$ cat config.mk
export PLATFORM = sky130hd
export DESIGN_NAME = phy_link_poller
export DESIGN_NICKNAME = d
export VERILOG_FILES = /design/src/rtl/phy_poll_pkg.sv /design/src/rtl/phy_poll_seq.sv /design/src/rtl/phy_poll_decode.sv /design/src/rtl/phy_link_poller.sv
export SDC_FILE = /design/constraint.sdc
export NUM_CORES = 1
export LEC_CHECK = 0
export ABC_CLOCK_PERIOD_IN_PS = 2000
export BUFFER_PORTS_ARGS = -buffer_cell sky130_fd_sc_hd__buf_2
export CAP_MARGIN = 40
export CORE_MARGIN = 10
export CORE_UTILIZATION = 45
export DETAILED_ROUTE_END_ITERATION = 8
export PLACE_DENSITY = 0.78
export SYNTH_ARGS = -nofsm -noshare
export SYNTH_HDL_FRONTEND = slang
export SYNTH_SLANG_ARGS = --single-unit
$ cat constraint.sdc
create_clock -name clk -period 2 [get_ports clk]
set_clock_uncertainty 0.05 [all_clocks]
set_input_delay 0.4 -clock clk [delete_from_list [all_inputs] [get_ports clk]]
set_output_delay 0.4 -clock clk [all_outputs]
set_load 0.005 [all_outputs]
$ cat src/rtl/phy_poll_pkg.sv
package phy_poll_pkg;

    typedef enum logic [1:0] {
        SPD_10   = 2'b00,
        SPD_100  = 2'b01,
        SPD_1000 = 2'b10,
        SPD_UNK  = 2'b11
    } speed_e;

    typedef struct packed {
        logic   link;
        logic   an_done;
        speed_e speed;
        logic   full_dup;
    } phy_stat_t;

    typedef enum logic [1:0] {
        SQ_IDLE = 2'b00,
        SQ_REQ  = 2'b01,
        SQ_WAIT = 2'b10
    } seq_st_e;

    localparam phy_stat_t STAT_RST = '{link: 1'b0, an_done: 1'b0,
                                       speed: SPD_UNK, full_dup: 1'b0};

    // Resolve the 3-bit speed/duplex code; reserved codes report unknown.
    function automatic phy_stat_t build_stat(input logic lnk, input logic an,
                                             input logic [2:0] code);
        phy_stat_t s;
        s.link    = lnk;
        s.an_done = an;
        case (code)
            3'b001:  begin s.speed = SPD_10;   s.full_dup = 1'b0; end
            3'b010:  begin s.speed = SPD_10;   s.full_dup = 1'b1; end
            3'b100:  begin s.speed = SPD_100;  s.full_dup = 1'b0; end
            3'b101:  begin s.speed = SPD_100;  s.full_dup = 1'b1; end
            3'b110:  begin s.speed = SPD_1000; s.full_dup = 1'b0; end
            3'b111:  begin s.speed = SPD_1000; s.full_dup = 1'b1; end
            default: begin s.speed = SPD_UNK;  s.full_dup = 1'b0; end
        endcase
        return s;
    endfunction

endpackage

$ cat src/rtl/phy_poll_seq.sv
// Request sequencer: launches a read on a tick, holds the request until the
// master reports busy, then flags completion when busy drops.
module phy_poll_seq
    import phy_poll_pkg::*;
#(
    parameter int ADDR_W = 5
) (
    input  logic              clk,
    input  logic              rst_n,
    input  logic              poll_tick,
    input  logic [ADDR_W-1:0] phy_addr,
    input  logic              mst_busy,
    output logic              rd_req,
    output logic [ADDR_W-1:0] req_addr,
    output logic              done
);

    typedef struct packed {
        seq_st_e           st;
        logic              req;
        logic [ADDR_W-1:0] addr;
    } seq_t;

    localparam seq_t SEQ_RST = '{st: SQ_IDLE, req: 1'b0, addr: '0};

    seq_t seq_d, seq_q;
    logic done_d;

    always_comb begin
        seq_d  = seq_q;
        done_d = 1'b0;
        case (seq_q.st)
            SQ_IDLE: begin
                if (poll_tick) begin
                    seq_d.st   = SQ_REQ;
                    seq_d.req  = 1'b1;
                    seq_d.addr = phy_addr;
                end
            end
            SQ_REQ: begin
                if (mst_busy) begin
                    seq_d.st  = SQ_WAIT;
                    seq_d.req = 1'b0;
                end
            end
            SQ_WAIT: begin
                if (!mst_busy) begin
                    seq_d.st = SQ_IDLE;
                    done_d   = 1'b1;
                end
            end
            default: seq_d = SEQ_RST;
        endcase
    end

    always_ff @(posedge clk or negedge rst_n) begin
        if (!rst_n) seq_q <= SEQ_RST;
        else        seq_q <= seq_d;
    end

    assign rd_req   = seq_q.req;
    assign req_addr = seq_q.addr;
    assign done     = done_d;

endmodule

$ cat src/rtl/phy_poll_decode.sv
// Status capture: decodes a completed read, keeps the old status on a
// failed read, raises the sticky error and the change strobe.
module phy_poll_decode
    import phy_poll_pkg::*;
#(
    parameter int DATA_W   = 16,
    parameter int LINK_BIT = 2,
    parameter int AN_BIT   = 15,
    parameter int SD_LSB   = 8
) (
    input  logic              clk,
    input  logic              rst_n,
    input  logic              done,
    input  logic              rd_fail,
    input  logic [DATA_W-1:0] rd_data,
    output phy_stat_t         stat,
    output logic              chg,
    output logic              err
);

    localparam int SD_W = 3;

    typedef struct packed {
        phy_stat_t stat;
        logic      chg;
        logic      err;
    } dec_t;

    localparam dec_t DEC_RST = '{stat: STAT_RST, chg: 1'b0, err: 1'b0};

    dec_t      dec_d, dec_q;
    phy_stat_t fresh;
    logic      unused_word;

    assign unused_word = ^rd_data;
    assign fresh = build_stat(rd_data[LINK_BIT], rd_data[AN_BIT],
                              rd_data[SD_LSB +: SD_W]);

    always_comb begin
        dec_d     = dec_q;
        dec_d.chg = 1'b0;
        if (done) begin
            if (rd_fail) begin
                dec_d.err = 1'b1;
            end else begin
                dec_d.stat = fresh;
                dec_d.chg  = (fresh != dec_q.stat);
            end
        end
    end

    always_ff @(posedge clk or negedge rst_n) begin
        if (!rst_n) dec_q <= DEC_RST;
        else        dec_q <= dec_d;
    end

    assign stat = dec_q.stat;
    assign chg  = dec_q.chg;
    assign err  = dec_q.err;

endmodule

$ cat src/rtl/phy_link_poller.sv
module phy_link_poller
    import phy_poll_pkg::*;
#(
    parameter int              ADDR_W   = 5,
    parameter int              DATA_W   = 16,
    parameter logic [ADDR_W-1:0] STAT_REG = 5'h19,
    parameter int              LINK_BIT = 2,
    parameter int              AN_BIT   = 15,
    parameter int              SD_LSB   = 8
) (
    input  logic              clk,
    input  logic              rst_n,
    input  logic              poll_tick,
    input  logic [ADDR_W-1:0] phy_addr,
    output logic              mst_rd_req,
    output logic [ADDR_W-1:0] mst_phy_addr,
    output logic [ADDR_W-1:0] mst_reg_addr,
    input  logic              mst_busy,
    input  logic [DATA_W-1:0] mst_rd_data,
    input  logic              mst_rd_fail,
    output logic              link_up,
    output logic              an_done,
    output logic [1:0]        speed,
    output logic              full_duplex,
    output logic              stat_chg,
    output logic              rd_err
);

    logic      rd_done;
    phy_stat_t cur_stat;

    phy_poll_seq #(.ADDR_W(ADDR_W)) u_seq (
        .clk      (clk),
        .rst_n    (rst_n),
        .poll_tick(poll_tick),
        .phy_addr (phy_addr),
        .mst_busy (mst_busy),
        .rd_req   (mst_rd_req),
        .req_addr (mst_phy_addr),
        .done     (rd_done)
    );

    phy_poll_decode #(
        .DATA_W  (DATA_W),
        .LINK_BIT(LINK_BIT),
        .AN_BIT  (AN_BIT),
        .SD_LSB  (SD_LSB)
    ) u_dec (
        .clk    (clk),
        .rst_n  (rst_n),
        .done   (rd_done),
        .rd_fail(mst_rd_fail),
        .rd_data(mst_rd_data),
        .stat   (cur_stat),
        .chg    (stat_chg),
        .err    (rd_err)
    );

    assign mst_reg_addr = STAT_REG;
    assign link_up      = cur_stat.link;
    assign an_done      = cur_stat.an_done;
    assign speed        = cur_stat.speed;
    assign full_duplex  = cur_stat.full_dup;

endmodule

==> flow_summary.yaml <==
run_status:
  run_status: "completed"
global_routing:
  grt_use_total_pct: 9.15
  total_global_routing_overflow: 0
  grt_antenna_before_repair: 0
  grt_start_max_net_pins: 16
  grt_pass1_vias: 772
  grt_pass1_wl_mm: 3.24
sta:
  period_needed_ps: 1780
  slew_violations: 0
  rsz_0062_raised_after_global_routing: "no"
  hold_slack_ps: 324
  timing.final.setup_violations: 0
  post-route-period-util_pct: 89.2
  final_hold_fails: 0
  max_freq_mhz: 561
  setup_tns_ps: 0
routing:
  routed_wire_length_per_instance_um: 13.1
  drcViolationCount: 0
  drt_pre_antenna_iters: 4
  via_count: 734
  post_drt_via_cell_ratio: 4.89
  wirelength_mm: 1.97
  drtAntennaViolNets: 0
  drt_first_iter_violations: 25
yosys:
  post_synth_instance_area_um2: 931
  syn_area_per_cell_um2: 9.40
  ys_seq_area_share_pct: 40.6
  yosys.area.top_type_share_pct: 34.9
  syn_inst_count: 99
  ys_types: 28
  synthDominantAreaCellType: "dfrtp_1"
  yosys_warnings: 0
  yosys_register_bits: 15
  synth_area_leaders: "dfrtp_1, buf_4, nor2b_1"
setup_path:
  worst_setup_path_start_kind: "flip-flop"
  crit_required_ps: 2180
  path_cells: "inv_1 > ha_1 > nor3b_4 > o41ai_1 > nor3_1 > a211o_1"
  crit_type: "flip-flop to flip-flop"
  worst_path_largest_cell_delay_ps: 460
  path_buf_inv: 1
  critPathMaxFanout: 10
  endpoint_kind: "flip-flop"
  timing.critical_path.arrival_ps: 1960
  worst_path_max_delay_cell: "nor3b_4"
  cp_top_family: "simple AND/OR/NAND/NOR gates"
clock_network:
  cts.path.max_buffers: 2
  cts_repair_resize_count: 0
  h-tree-depth: 1
  post-cts-setup-buffers: 0
  cts_root_buf: "clkbuf_4"
  tritoncts: "yes"
  cts.sinks: 15
  worst_setup_hold_path_clk_slew_ps: 90
  post_cts_hold_buffer_count: 1
  clk-insertion-delay-late_ps: 280
  tritoncts.num_buffers: 3
floorplan:
  height_of_the_chip_um: 65.5
  floorplan.initialDensity_pct: 47.4
  pin_count: 44
  design.die.area_um2: 4290
  design.core.area_um2: 1960
  fp.dieW_um: 65.5
  rows: 16
power_and_ir_drop:
  p_total_mw: 1.35
  static-leakage-power_nw: 0.510
  power_density_nw_per_um2: 1270
  max-vdd-ir-drop_v: 0.000634
job:
  number_of_max_cap_violations: 0
layout:
  post_layout_nets: 153
  area_delta_synth_final_pct: 14.1
  n_antenna_cell: 0
  drive_gt1_share_pct: 31.7
placement:
  dp_hpwl_mm: 1.58
  port_buffers: 27
  globalplace.congestion: 0.724
hold_path:
  holdCritPathClass: "input port to flip-flop"
==> routing by layer <==
layer | share of wire [%] | wire, um | track usage [%]
met5 | 0 | 0 | 0
met2 | 47 | 915 | 15.7
met3 | 10 | 199 | 4.75
met4 | 1.2 | 23 | 3.21
met1 | 42 | 827 | 9.30
==> path summary, 6_finish.rpt <==
check | start | endpoint | slack, ps | depth (start not counted)
min in group asynchronous | rst_n | u_seq.req_addr[3] | 490 | 2
hold reg to reg | u_dec.err | u_dec.err | 420 | 1
max in group asynchronous | rst_n | u_dec.stat[2] | 1110 | 2
hold / removal | mst_rd_data[2] | u_dec.stat[4] | 320 | 2
setup reg to reg | u_seq.seq_q[6] | u_dec.chg | 220 | 6
setup / recovery | u_seq.seq_q[6] | u_dec.chg | 220 | 6
==> cells in the final DEF (no fill, tap or decap), types with 2 or more instances in the layout <==
cell type,instances
ha_1,3
o21ai_0,7
conb_1,5
dfrtp_1,13
clkbuf_4,3
nor3_1,2
nor2b_1,10
inv_1,5
buf_2,27
mux2_2,3
a21oi_1,12
xnor2_1,3
a31oi_1,2
nor2_1,4
dfstp_2,2
xor2_1,2
nand2_1,7
==> area by class of cell <==
| cell class | instances | area, um2 |
|---|---|---|
| Tap cell | 27 | 33.8 |
| Multi-Input combinational cell | 71 | 459 |
| Fill cell | 200 | 900 |
| Sequential cell | 15 | 378 |
| Timing Repair Buffer | 28 | 145 |
| Clock buffer | 3 | 22.5 |
| Inverter | 5 | 18.8 |
| Clock inverter | 1 | 5.00 |
==> flip-flops by register name, indices dropped and copies added (netlist names) <==
register	cells
u_dec.chg	1
u_dec.err	1
u_dec.stat	5
u_seq.rd_req	1
u_seq.req_addr	5
u_seq.seq_q	2
==> cells in the mapped netlist <==
cell type and count:
a211oi_1 1, nor2_1 4, nand4bb_1 1, a31oi_1 2, a21oi_1 12, or3_1 1
buf_4 10, and2b_1 1, nor3_1 2, o21ai_0 7, mux2_2 3, inv_1 5
a211o_1 1, a31o_2 1, nand4b_1 1, buf_6 1, nand2_1 7, ha_1 3
o31a_2 1, xor2_1 2, nor3b_1 1, nor2b_1 10, dfrtp_1 13, dfstp_2 2
xnor2_1 3, nor3b_4 1, conb_1 2, o41ai_1 1
==> stage by stage <==
stage | std cells | area, um2 | util (%) | worst slack, ps
3_5_place_dp | 145 | 1020 | 52.2 | 211
2_1_floorplan | 102 | 942 | - | 429
3_3_place_gp | 145 | 1020 | 52.2 | 251
5_1_grt | 150 | 1060 | 54.1 | 61.2
6_report | 150 | 1060 | 54.1 | 216
4_1_cts | 150 | 1060 | 54.1 | 200
==> where the power goes <==
group / internal (mW) / switching, mW
logic: 0.302 / 0.316
clock network: 0.0742 / 0.0997
registers: 0.448 / 0.109
total: 0.825 / 0.525
==> logic make-up after synthesis <==
kind of cell / synth area share, %
DFF: 40.6
adders and majority gates: 4.03
and+or+nand+nor: 18.7
muxes: 3.63
AOI/OAI and AO/OA: 16.3
xor gates and xnor gates: 4.71
buffers and inverters: 11.3
other: 0.807
(Power assumes the default switching activity.)
